`config.mk`:
```
export PLATFORM = sky130hd
export DESIGN_NAME = irq_dest_decoder
export DESIGN_NICKNAME = d
export VERILOG_FILES = /design/src/rtl/irq_dest_pkg.sv /design/src/rtl/irq_slot_match.sv /design/src/rtl/irq_lowest_pick.sv /design/src/rtl/irq_dest_decoder.sv
export SDC_FILE = /design/constraint.sdc
export NUM_CORES = 1
export LEC_CHECK = 0
export CAP_MARGIN = 20
export CORE_MARGIN = 4
export CORE_UTILIZATION = 25
export DETAILED_ROUTE_END_ITERATION = 8
export PLACE_DENSITY = 0.7
export SLEW_MARGIN = 5
export SYNTH_ARGS = -nofsm -noshare
export SYNTH_HDL_FRONTEND = slang
export SYNTH_HIERARCHICAL = 1
export SYNTH_SLANG_ARGS = --single-unit
```
`constraint.sdc`:
```
create_clock -name clk -period 2.3 [get_ports clk]
set_clock_uncertainty 0.15 [all_clocks]
set_input_delay 0.46 -clock clk [delete_from_list [all_inputs] [get_ports clk]]
set_output_delay 0.46 -clock clk [all_outputs]
set_load 0.005 [all_outputs]
```
`src/rtl/irq_dest_pkg.sv`:
```
package irq_dest_pkg;

    localparam int DEST_W  = 8;
    localparam int MODEL_W = 4;
    localparam int MODE_W  = 3;

    localparam logic [DEST_W-1:0]  DEST_BCAST    = 8'hFF;
    localparam logic [MODEL_W-1:0] MODEL_FLAT    = 4'hF;
    localparam logic [MODEL_W-1:0] MODEL_CLUSTER = 4'h0;

    localparam logic [MODE_W-1:0] DM_FIXED  = 3'd0;
    localparam logic [MODE_W-1:0] DM_LOWEST = 3'd1;
    localparam logic [MODE_W-1:0] DM_SMI    = 3'd2;
    localparam logic [MODE_W-1:0] DM_NMI    = 3'd4;
    localparam logic [MODE_W-1:0] DM_INIT   = 3'd5;

    typedef enum logic [1:0] {
        SH_FIELD  = 2'd0,
        SH_SELF   = 2'd1,
        SH_ALL    = 2'd2,
        SH_OTHERS = 2'd3
    } shorthand_e;

endpackage

```
`src/rtl/irq_slot_match.sv`:
```
module irq_slot_match
    import irq_dest_pkg::*;
(
    input  logic [DEST_W-1:0]  dest,
    input  logic               in_run,
    input  logic [DEST_W-1:0]  slot_id,
    input  logic [DEST_W-1:0]  slot_ldest,
    input  logic [MODEL_W-1:0] slot_model,
    output logic               phys_hit,
    output logic               log_hit
);

    localparam int HALF = DEST_W / 2;

    logic flat_ok;
    logic clus_ok;

    always_comb begin
        flat_ok  = (slot_model == MODEL_FLAT) && ((dest & slot_ldest) != '0);
        clus_ok  = (slot_model == MODEL_CLUSTER)
                && (dest[DEST_W-1:HALF] == slot_ldest[DEST_W-1:HALF])
                && ((dest[HALF-1:0] & slot_ldest[HALF-1:0]) != '0);
        phys_hit = in_run && (slot_id == dest);
        log_hit  = in_run && (flat_ok || clus_ok);
    end

endmodule

```
`src/rtl/irq_lowest_pick.sv`:
```
module irq_lowest_pick #(
    parameter int N = 8,
    parameter int W = 3
) (
    input  logic [N-1:0] vec,
    output logic [N-1:0] onehot,
    output logic [W-1:0] idx,
    output logic         any
);

    always_comb begin
        onehot = '0;
        idx    = '0;
        any    = 1'b0;
        for (int i = N - 1; i >= 0; i--) begin
            if (vec[i]) begin
                onehot    = '0;
                onehot[i] = 1'b1;
                idx       = W'(i);
                any       = 1'b1;
            end
        end
    end

endmodule

```
`src/rtl/irq_dest_decoder.sv`:
```
module irq_dest_decoder
    import irq_dest_pkg::*;
#(
    parameter  int NUM_SLOTS = 8,
    localparam int SLOT_W    = (NUM_SLOTS > 1) ? $clog2(NUM_SLOTS) : 1
) (
    input  logic                          clk,
    input  logic                          rst_n,
    input  logic                          req_valid,
    input  logic [DEST_W-1:0]             req_dest,
    input  logic                          req_logical,
    input  logic [1:0]                    req_shorthand,
    input  logic [SLOT_W-1:0]             req_sender,
    input  logic [MODE_W-1:0]             req_mode,
    input  logic                          req_trig,
    input  logic                          req_level,
    input  logic [NUM_SLOTS*DEST_W-1:0]   cfg_id,
    input  logic [NUM_SLOTS*DEST_W-1:0]   cfg_ldest,
    input  logic [NUM_SLOTS*MODEL_W-1:0]  cfg_model,
    input  logic [NUM_SLOTS-1:0]          cfg_present,
    output logic                          out_valid,
    output logic [NUM_SLOTS-1:0]          out_mask,
    output logic [SLOT_W-1:0]             out_chosen,
    output logic                          out_chosen_ok,
    output logic                          out_vector,
    output logic                          out_signal,
    output logic                          out_arb_copy
);

    typedef struct packed {
        logic                 v;
        logic [NUM_SLOTS-1:0] tgt;
        logic [MODE_W-1:0]    mode;
        logic                 trig;
        logic                 level;
    } stage1_t;

    typedef struct packed {
        logic                 v;
        logic [NUM_SLOTS-1:0] mask;
        logic [SLOT_W-1:0]    chosen;
        logic                 chosen_ok;
        logic                 vec;
        logic                 sig;
        logic                 arb;
    } stage2_t;

    typedef struct packed {
        stage1_t s1;
        stage2_t s2;
    } state_t;

    state_t st_d, st_q;

    logic [NUM_SLOTS-1:0] run_ok;
    logic [NUM_SLOTS-1:0] phys_hit;
    logic [NUM_SLOTS-1:0] log_hit;
    logic [NUM_SLOTS-1:0] phys_first;
    logic [NUM_SLOTS-1:0] self_bit;
    logic [NUM_SLOTS-1:0] field_set;
    logic [NUM_SLOTS-1:0] tgt_set;
    logic [NUM_SLOTS-1:0] low_one;
    logic [SLOT_W-1:0]    low_idx;
    logic                 low_any;

    // Present run from slot 0 and the sender's one-hot bit
    always_comb begin
        logic run;
        run = 1'b1;
        for (int i = 0; i < NUM_SLOTS; i++) begin
            run       = run & cfg_present[i];
            run_ok[i] = run;
            self_bit[i] = (req_sender == SLOT_W'(i));
        end
    end

    for (genvar g = 0; g < NUM_SLOTS; g++) begin : g_slot
        irq_slot_match u_match (
            .dest       (req_dest),
            .in_run     (run_ok[g]),
            .slot_id    (cfg_id[g*DEST_W +: DEST_W]),
            .slot_ldest (cfg_ldest[g*DEST_W +: DEST_W]),
            .slot_model (cfg_model[g*MODEL_W +: MODEL_W]),
            .phys_hit   (phys_hit[g]),
            .log_hit    (log_hit[g])
        );
    end

    // First identifier match wins in physical addressing
    always_comb begin
        phys_first = '0;
        for (int i = NUM_SLOTS - 1; i >= 0; i--) begin
            if (phys_hit[i]) begin
                phys_first    = '0;
                phys_first[i] = 1'b1;
            end
        end
    end

    always_comb begin
        if (req_logical) begin
            field_set = log_hit;
        end else if (req_dest == DEST_BCAST) begin
            field_set = cfg_present;
        end else begin
            field_set = phys_first;
        end
        case (shorthand_e'(req_shorthand))
            SH_SELF:   tgt_set = self_bit & cfg_present;
            SH_ALL:    tgt_set = cfg_present;
            SH_OTHERS: tgt_set = cfg_present & ~self_bit;
            default:   tgt_set = field_set;
        endcase
    end

    irq_lowest_pick #(
        .N (NUM_SLOTS),
        .W (SLOT_W)
    ) u_pick (
        .vec    (st_q.s1.tgt),
        .onehot (low_one),
        .idx    (low_idx),
        .any    (low_any)
    );

    always_comb begin
        st_d = st_q;

        st_d.s1.v     = req_valid;
        st_d.s1.tgt   = tgt_set;
        st_d.s1.mode  = req_mode;
        st_d.s1.trig  = req_trig;
        st_d.s1.level = req_level;

        st_d.s2.v         = st_q.s1.v;
        st_d.s2.mask      = '0;
        st_d.s2.chosen    = '0;
        st_d.s2.chosen_ok = 1'b0;
        st_d.s2.vec       = 1'b0;
        st_d.s2.sig       = 1'b0;
        st_d.s2.arb       = 1'b0;
        if (st_q.s1.v) begin
            case (st_q.s1.mode)
                DM_FIXED: begin
                    st_d.s2.mask = st_q.s1.tgt;
                    st_d.s2.vec  = 1'b1;
                    st_d.s2.sig  = 1'b1;
                end
                DM_LOWEST: begin
                    st_d.s2.mask      = low_one;
                    st_d.s2.chosen    = low_idx;
                    st_d.s2.chosen_ok = low_any;
                    st_d.s2.vec       = 1'b1;
                    st_d.s2.sig       = 1'b1;
                end
                DM_SMI, DM_NMI: begin
                    st_d.s2.mask = st_q.s1.tgt;
                    st_d.s2.sig  = 1'b1;
                end
                DM_INIT: begin
                    st_d.s2.mask = st_q.s1.tgt;
                    if (st_q.s1.trig && !st_q.s1.level) begin
                        st_d.s2.arb = 1'b1;
                    end else begin
                        st_d.s2.sig = 1'b1;
                    end
                end
                default: begin
                    st_d.s2.mask = '0;
                end
            endcase
        end
    end

    always_ff @(posedge clk) begin
        if (!rst_n) begin
            st_q <= '0;
        end else begin
            st_q <= st_d;
        end
    end

    assign out_valid     = st_q.s2.v;
    assign out_mask      = st_q.s2.mask;
    assign out_chosen    = st_q.s2.chosen;
    assign out_chosen_ok = st_q.s2.chosen_ok;
    assign out_vector    = st_q.s2.vec;
    assign out_signal    = st_q.s2.sig;
    assign out_arb_copy  = st_q.s2.arb;

    assert_latency_R2: assert property (@(posedge clk) disable iff (!rst_n)
        req_valid |=> ##1 out_valid);

    assert_no_spurious_R2: assert property (@(posedge clk) disable iff (!rst_n)
        out_valid |-> $past(req_valid, 2));

    assert_absent_clear_R8: assert property (@(posedge clk) disable iff (!rst_n)
        out_valid |-> ((out_mask & ~$past(cfg_present, 2)) == '0));

    assert_lowest_single_R9: assert property (@(posedge clk) disable iff (!rst_n)
        (out_valid && out_chosen_ok) |-> ($countones(out_mask) == 1));

    assert_arb_quiet_R11: assert property (@(posedge clk) disable iff (!rst_n)
        out_arb_copy |-> !out_signal);

    assert_idle_mask_R10: assert property (@(posedge clk) disable iff (!rst_n)
        (out_valid && !out_signal && !out_arb_copy) |-> (out_mask == '0));

endmodule

```
==> impl_results.rst <==
.. list-table::
   :header-rows: 1

   * - Metric
     - Value
   * - Number of buffers and inverters on the critical path
     - 1
   * - Cell area after synthesis
     - 3240 um^2
   * - Layout Cells excl Fill
     - slightly below 800
   * - Total nets after synthesis
     - between 500 and 600
   * - Final global-route overflow total
     - 0
   * - Peak VDD IR
     - 0.000260 V
   * - Primary FF master, synth
     - dfxtp_1
   * - Count of buffers inserted at the top-level ports
     - 205
   * - Antenna-violating nets left
     - 0
   * - Number of max-cap violations
     - 0
   * - Layout overhead on the synthesized area
     - 96.4%
   * - Die Height
     - about 120 um
   * - Final Max Tran Viols
     - 0
   * - Top Ports
     - 206
   * - Number of flops mapped to enable cells by yosys
     - 0
   * - Starting DRT DRC Count
     - between 150 and 200
   * - Die Width
     - between 100 and 150 um
   * - Cell count after placement
     - about 770
   * - TritonCTS clock tree
     - built
   * - Final GP Congestion
     - 0.890
   * - Cts hold-fix bufs
     - 0
   * - Critical path's slowest cell
     - or4_4
   * - Fraction of final layout cells with drive strength greater than 1
     - 0.198
   * - Clk_lat worst skew
     - about 0.27 ns
   * - Leakage power of the design
     - ~2.4 nW
   * - Kind of end point of the critical path
     - flip-flop
   * - Worst Path Max Fanout
     - 4
   * - Core area
     - approximately 13000 um^2
   * - Starting density of the core
     - 0.256
   * - Master cell of the clock root buffer
     - clkbuf_16
   * - Run status
     - complete, no violations
   * - Num CTS Buffers
     - 5
   * - Overall via count from detail_route
     - 3924
   * - Detailed-route wire length
     - between 10000 and 15000 um
   * - Mapped Avg Cell Area
     - 9.07 um^2
   * - Startpoint of the worst setup timing path
     - cfg_id[1]
   * - Top area cells in the synthesized netlist
     - dfxtp_1 19%, xnor2_1 16%, ha_1 12%, a22oi_1 3.7%, nor4_1 3.7%
   * - Portion of the post-synthesis area used by sequential elements
     - 0.185
   * - Final clock period utilization by the worst path
     - 0.980
   * - CTS Buffer Depth
     - 2
   * - Wire length of the first global-routing pass
     - ~22000 um
   * - Netlist cell types
     - 45
   * - Slew at the pin with the worst max-slew slack
     - between 0.4 and 0.5 ns
   * - Routed vias/inst
     - around 5.0
   * - Classification of the worst-slack hold path
     - flip-flop to flip-flop
   * - Sum Neg Setup Slack
     - 0 ns
   * - Clock H-tree levels
     - 2
   * - Setup slack after placement
     - -0.502 ns
   * - Largest stage delay, worst path
     - slightly below 0.6 ns
   * - Min Tclk post-route
     - 2.25 ns
   * - Synthesized instance count
     - between 300 and 400
   * - Most area-hungry cell type in the Yosys netlist
     - dfxtp_1
   * - Fraction of synthesized cell area taken by the top area cell type
     - 0.185
   * - Classification of the worst setup path
     - primary input to flip-flop
   * - Launching point of the worst reg2reg path
     - st_q[23]$_SDFF_PN0_
   * - Number of failing hold endpoints at the final stage
     - 0
   * - Pin count of the biggest net entering global routing
     - 11
   * - Share of synthesized flip-flops with an asynchronous set or reset
     - 0
   * - Routed wire per std cell
     - 18.2 um
   * - RSZ-0062 raised after global routing
     - yes
   * - Area enclosed by the die boundary
     - between 10000 and 15000 um^2
   * - Worst endpoint data arrival time
     - 2.31 ns
   * - Largest delay contributor family on the critical path
     - simple AND/OR/NAND/NOR gates
   * - Dpl hpwl
     - 11800 um
   * - Worst setup margin
     - between 0.04 and 0.05 ns
   * - Pwr Density
     - about 340 nW/um^2
   * - Count of clock tree sinks
     - 30
   * - Final core utilization
     - 0.502
   * - Aggregate global-route resource usage
     - 0.184
   * - Critical path cell sequence
     - clkdlybuf4s50_1, xnor2_1, nand3_1, nor4_2, or4_4, nor4b_4, mux2i_1, o21ai_1
   * - Number of storage elements in the synthesis netlist
     - 30
   * - Overall power of the completed layout
     - approximately 2.1 mW
   * - Row cnt
     - 41
   * - Worst setup SP type
     - primary input
   * - Antenna violations before repair
     - 3
   * - Clock transition at the register clock pins on the worst setup and hold paths after CTS
     - 0.05 ns
   * - Setup-failing EPs final
     - 0
   * - # nets final
     - 834
   * - Number of synthesis warnings
     - 6
   * - Number of remaining DRC errors
     - 0
   * - Startpoint of the most critical hold path
     - st_q[16]$_SDFF_PN0_
   * - Crit path required time
     - between 2 and 2.5 ns
   * - FMAX
     - 0.444 GHz
   * - Number of global-route vias before repair
     - about 4300
   * - Max transition margin
     - 0.697
   * - Pre-Repair DR Iteration Count
     - 5
-- registers in the layout, summed over array words and instances (netlist names) --
| signal | count |
|---|---|
| out_arb_copy | 1 |
| out_chosen | 3 |
| out_chosen_ok | 1 |
| out_mask | 8 |
| out_signal | 1 |
| out_valid | 1 |
| out_vector | 1 |
| st_d | 1 |
| st_q | 13 |
-- per-stage QoR --
step                hold WS (ns)  instance area [um^2]
floorplan                  0.307                  3240
finish                     0.355                  6360
CTS                        0.356                  6260
detailed placement         0.345                  5870
global route               0.376                  6360
global placement           0.326                  5870
-- worst paths after layout --
path,endpoint,slack [ns],cells past startpoint
worst max-delay path,st_q[27]$_SDFF_PN0_,0.05,8
worst min-delay path,out_arb_copy$_SDFF_PN0_,0.35,3
worst max register to register,out_chosen[2]$_SDFF_PN0_,0.92,3
worst min register to register,out_arb_copy$_SDFF_PN0_,0.35,3
-- routing by layer --
layer	track usage	routed length, um	vias up
li1	-	-	1899
met1	0.208	5430	1819
met4	0.0567	412	0
met2	0.340	7430	178
met3	0.0460	1020	28
met5	0	0	-
-- cell usage after synthesis (all sizes together), types with 2 or more instances --
| cell | instances |
|---|---|
| nor3 | 4 |
| nor4b | 5 |
| and3 | 10 |
| nand4 | 11 |
| xnor2 | 60 |
| nand2 | 5 |
| and4 | 9 |
| a311oi | 8 |
| and2 | 13 |
| a21oi | 9 |
| a32oi | 7 |
| dfxtp | 30 |
| buf | 13 |
| inv | 11 |
| nor4 | 28 |
| o21ai | 10 |
| nor2b | 2 |
| nor3b | 4 |
| clkbuf | 4 |
| a22oi | 16 |
| nor4bb | 3 |
| nand4b | 3 |
| mux2i | 7 |
| ha | 32 |
| nor2 | 7 |
| o41ai | 8 |
| a22o | 8 |
| xor2 | 12 |
| nand2b | 2 |
| nand3 | 10 |
-- cell families (layout without fill, tap and decap cells) --
family / after synthesis / after routing / share of synthesized area
buffers and inverters: 28 / 283 / 0.0468
and+or+nand+nor: 118 / 118 / 0.268
xor gates and xnor gates: 72 / 72 / 0.195
other: 0 / 3 / 0
DFF: 30 / 30 / 0.185
muxes: 7 / 7 / 0.0216
AOI/OAI and AO/OA: 70 / 70 / 0.160
adders and majority gates: 32 / 32 / 0.124
-- placed cells by master, fill, tap and decap left out, types with 6 or more instances in the layout --
cell type / instances
clkdlybuf4s50_1: 190
nor4_2: 18
a311oi_2: 6
buf_6: 6
nand4_1: 11
buf_4: 44
a22o_1: 8
nor4_1: 9
ha_1: 32
inv_1: 11
and3_1: 9
a32oi_1: 7
dfxtp_1: 30
xnor2_1: 58
mux2i_1: 7
dlygate4sd2_1: 7
and4_2: 8
buf_12: 7
xor2_1: 12
a21oi_1: 9
a22oi_1: 16
and2_1: 11
nand3_1: 10
-- power breakdown --
part	internal (mW)	total, mW	switching [mW]
clock network	0.532	0.737	0.206
logic	0.535	0.850	0.316
registers	0.538	0.557	0.0191
total	1.60	2.14	0.541
-- worst reg2reg max path, stage by stage, from the launching register on --
cell	delay (ns)
dfxtp_1	0.41
nor4_4	0.40
a21boi_1	0.21
and3_1	0.16
-- layout make-up --
class                      count  area (um^2)
fill                        1195         6310
timing repair buffer         265         2670
multi-input combinational    299         2650
sequential                    30          601
tap                          172          215
clock buffer                   6          139
inverter                      11         41.3
clock inverter                 1         30.0
antenna                        3         7.51
-- repair_timing --
action,4_1_cts,5_1_grt
pin swaps,12,13
gates cloned,3,0
setup endpoints to repair,8,7
resized for setup,34,25
setup buffers,4,2
Note: power is estimated with default switching activity, not from simulation.
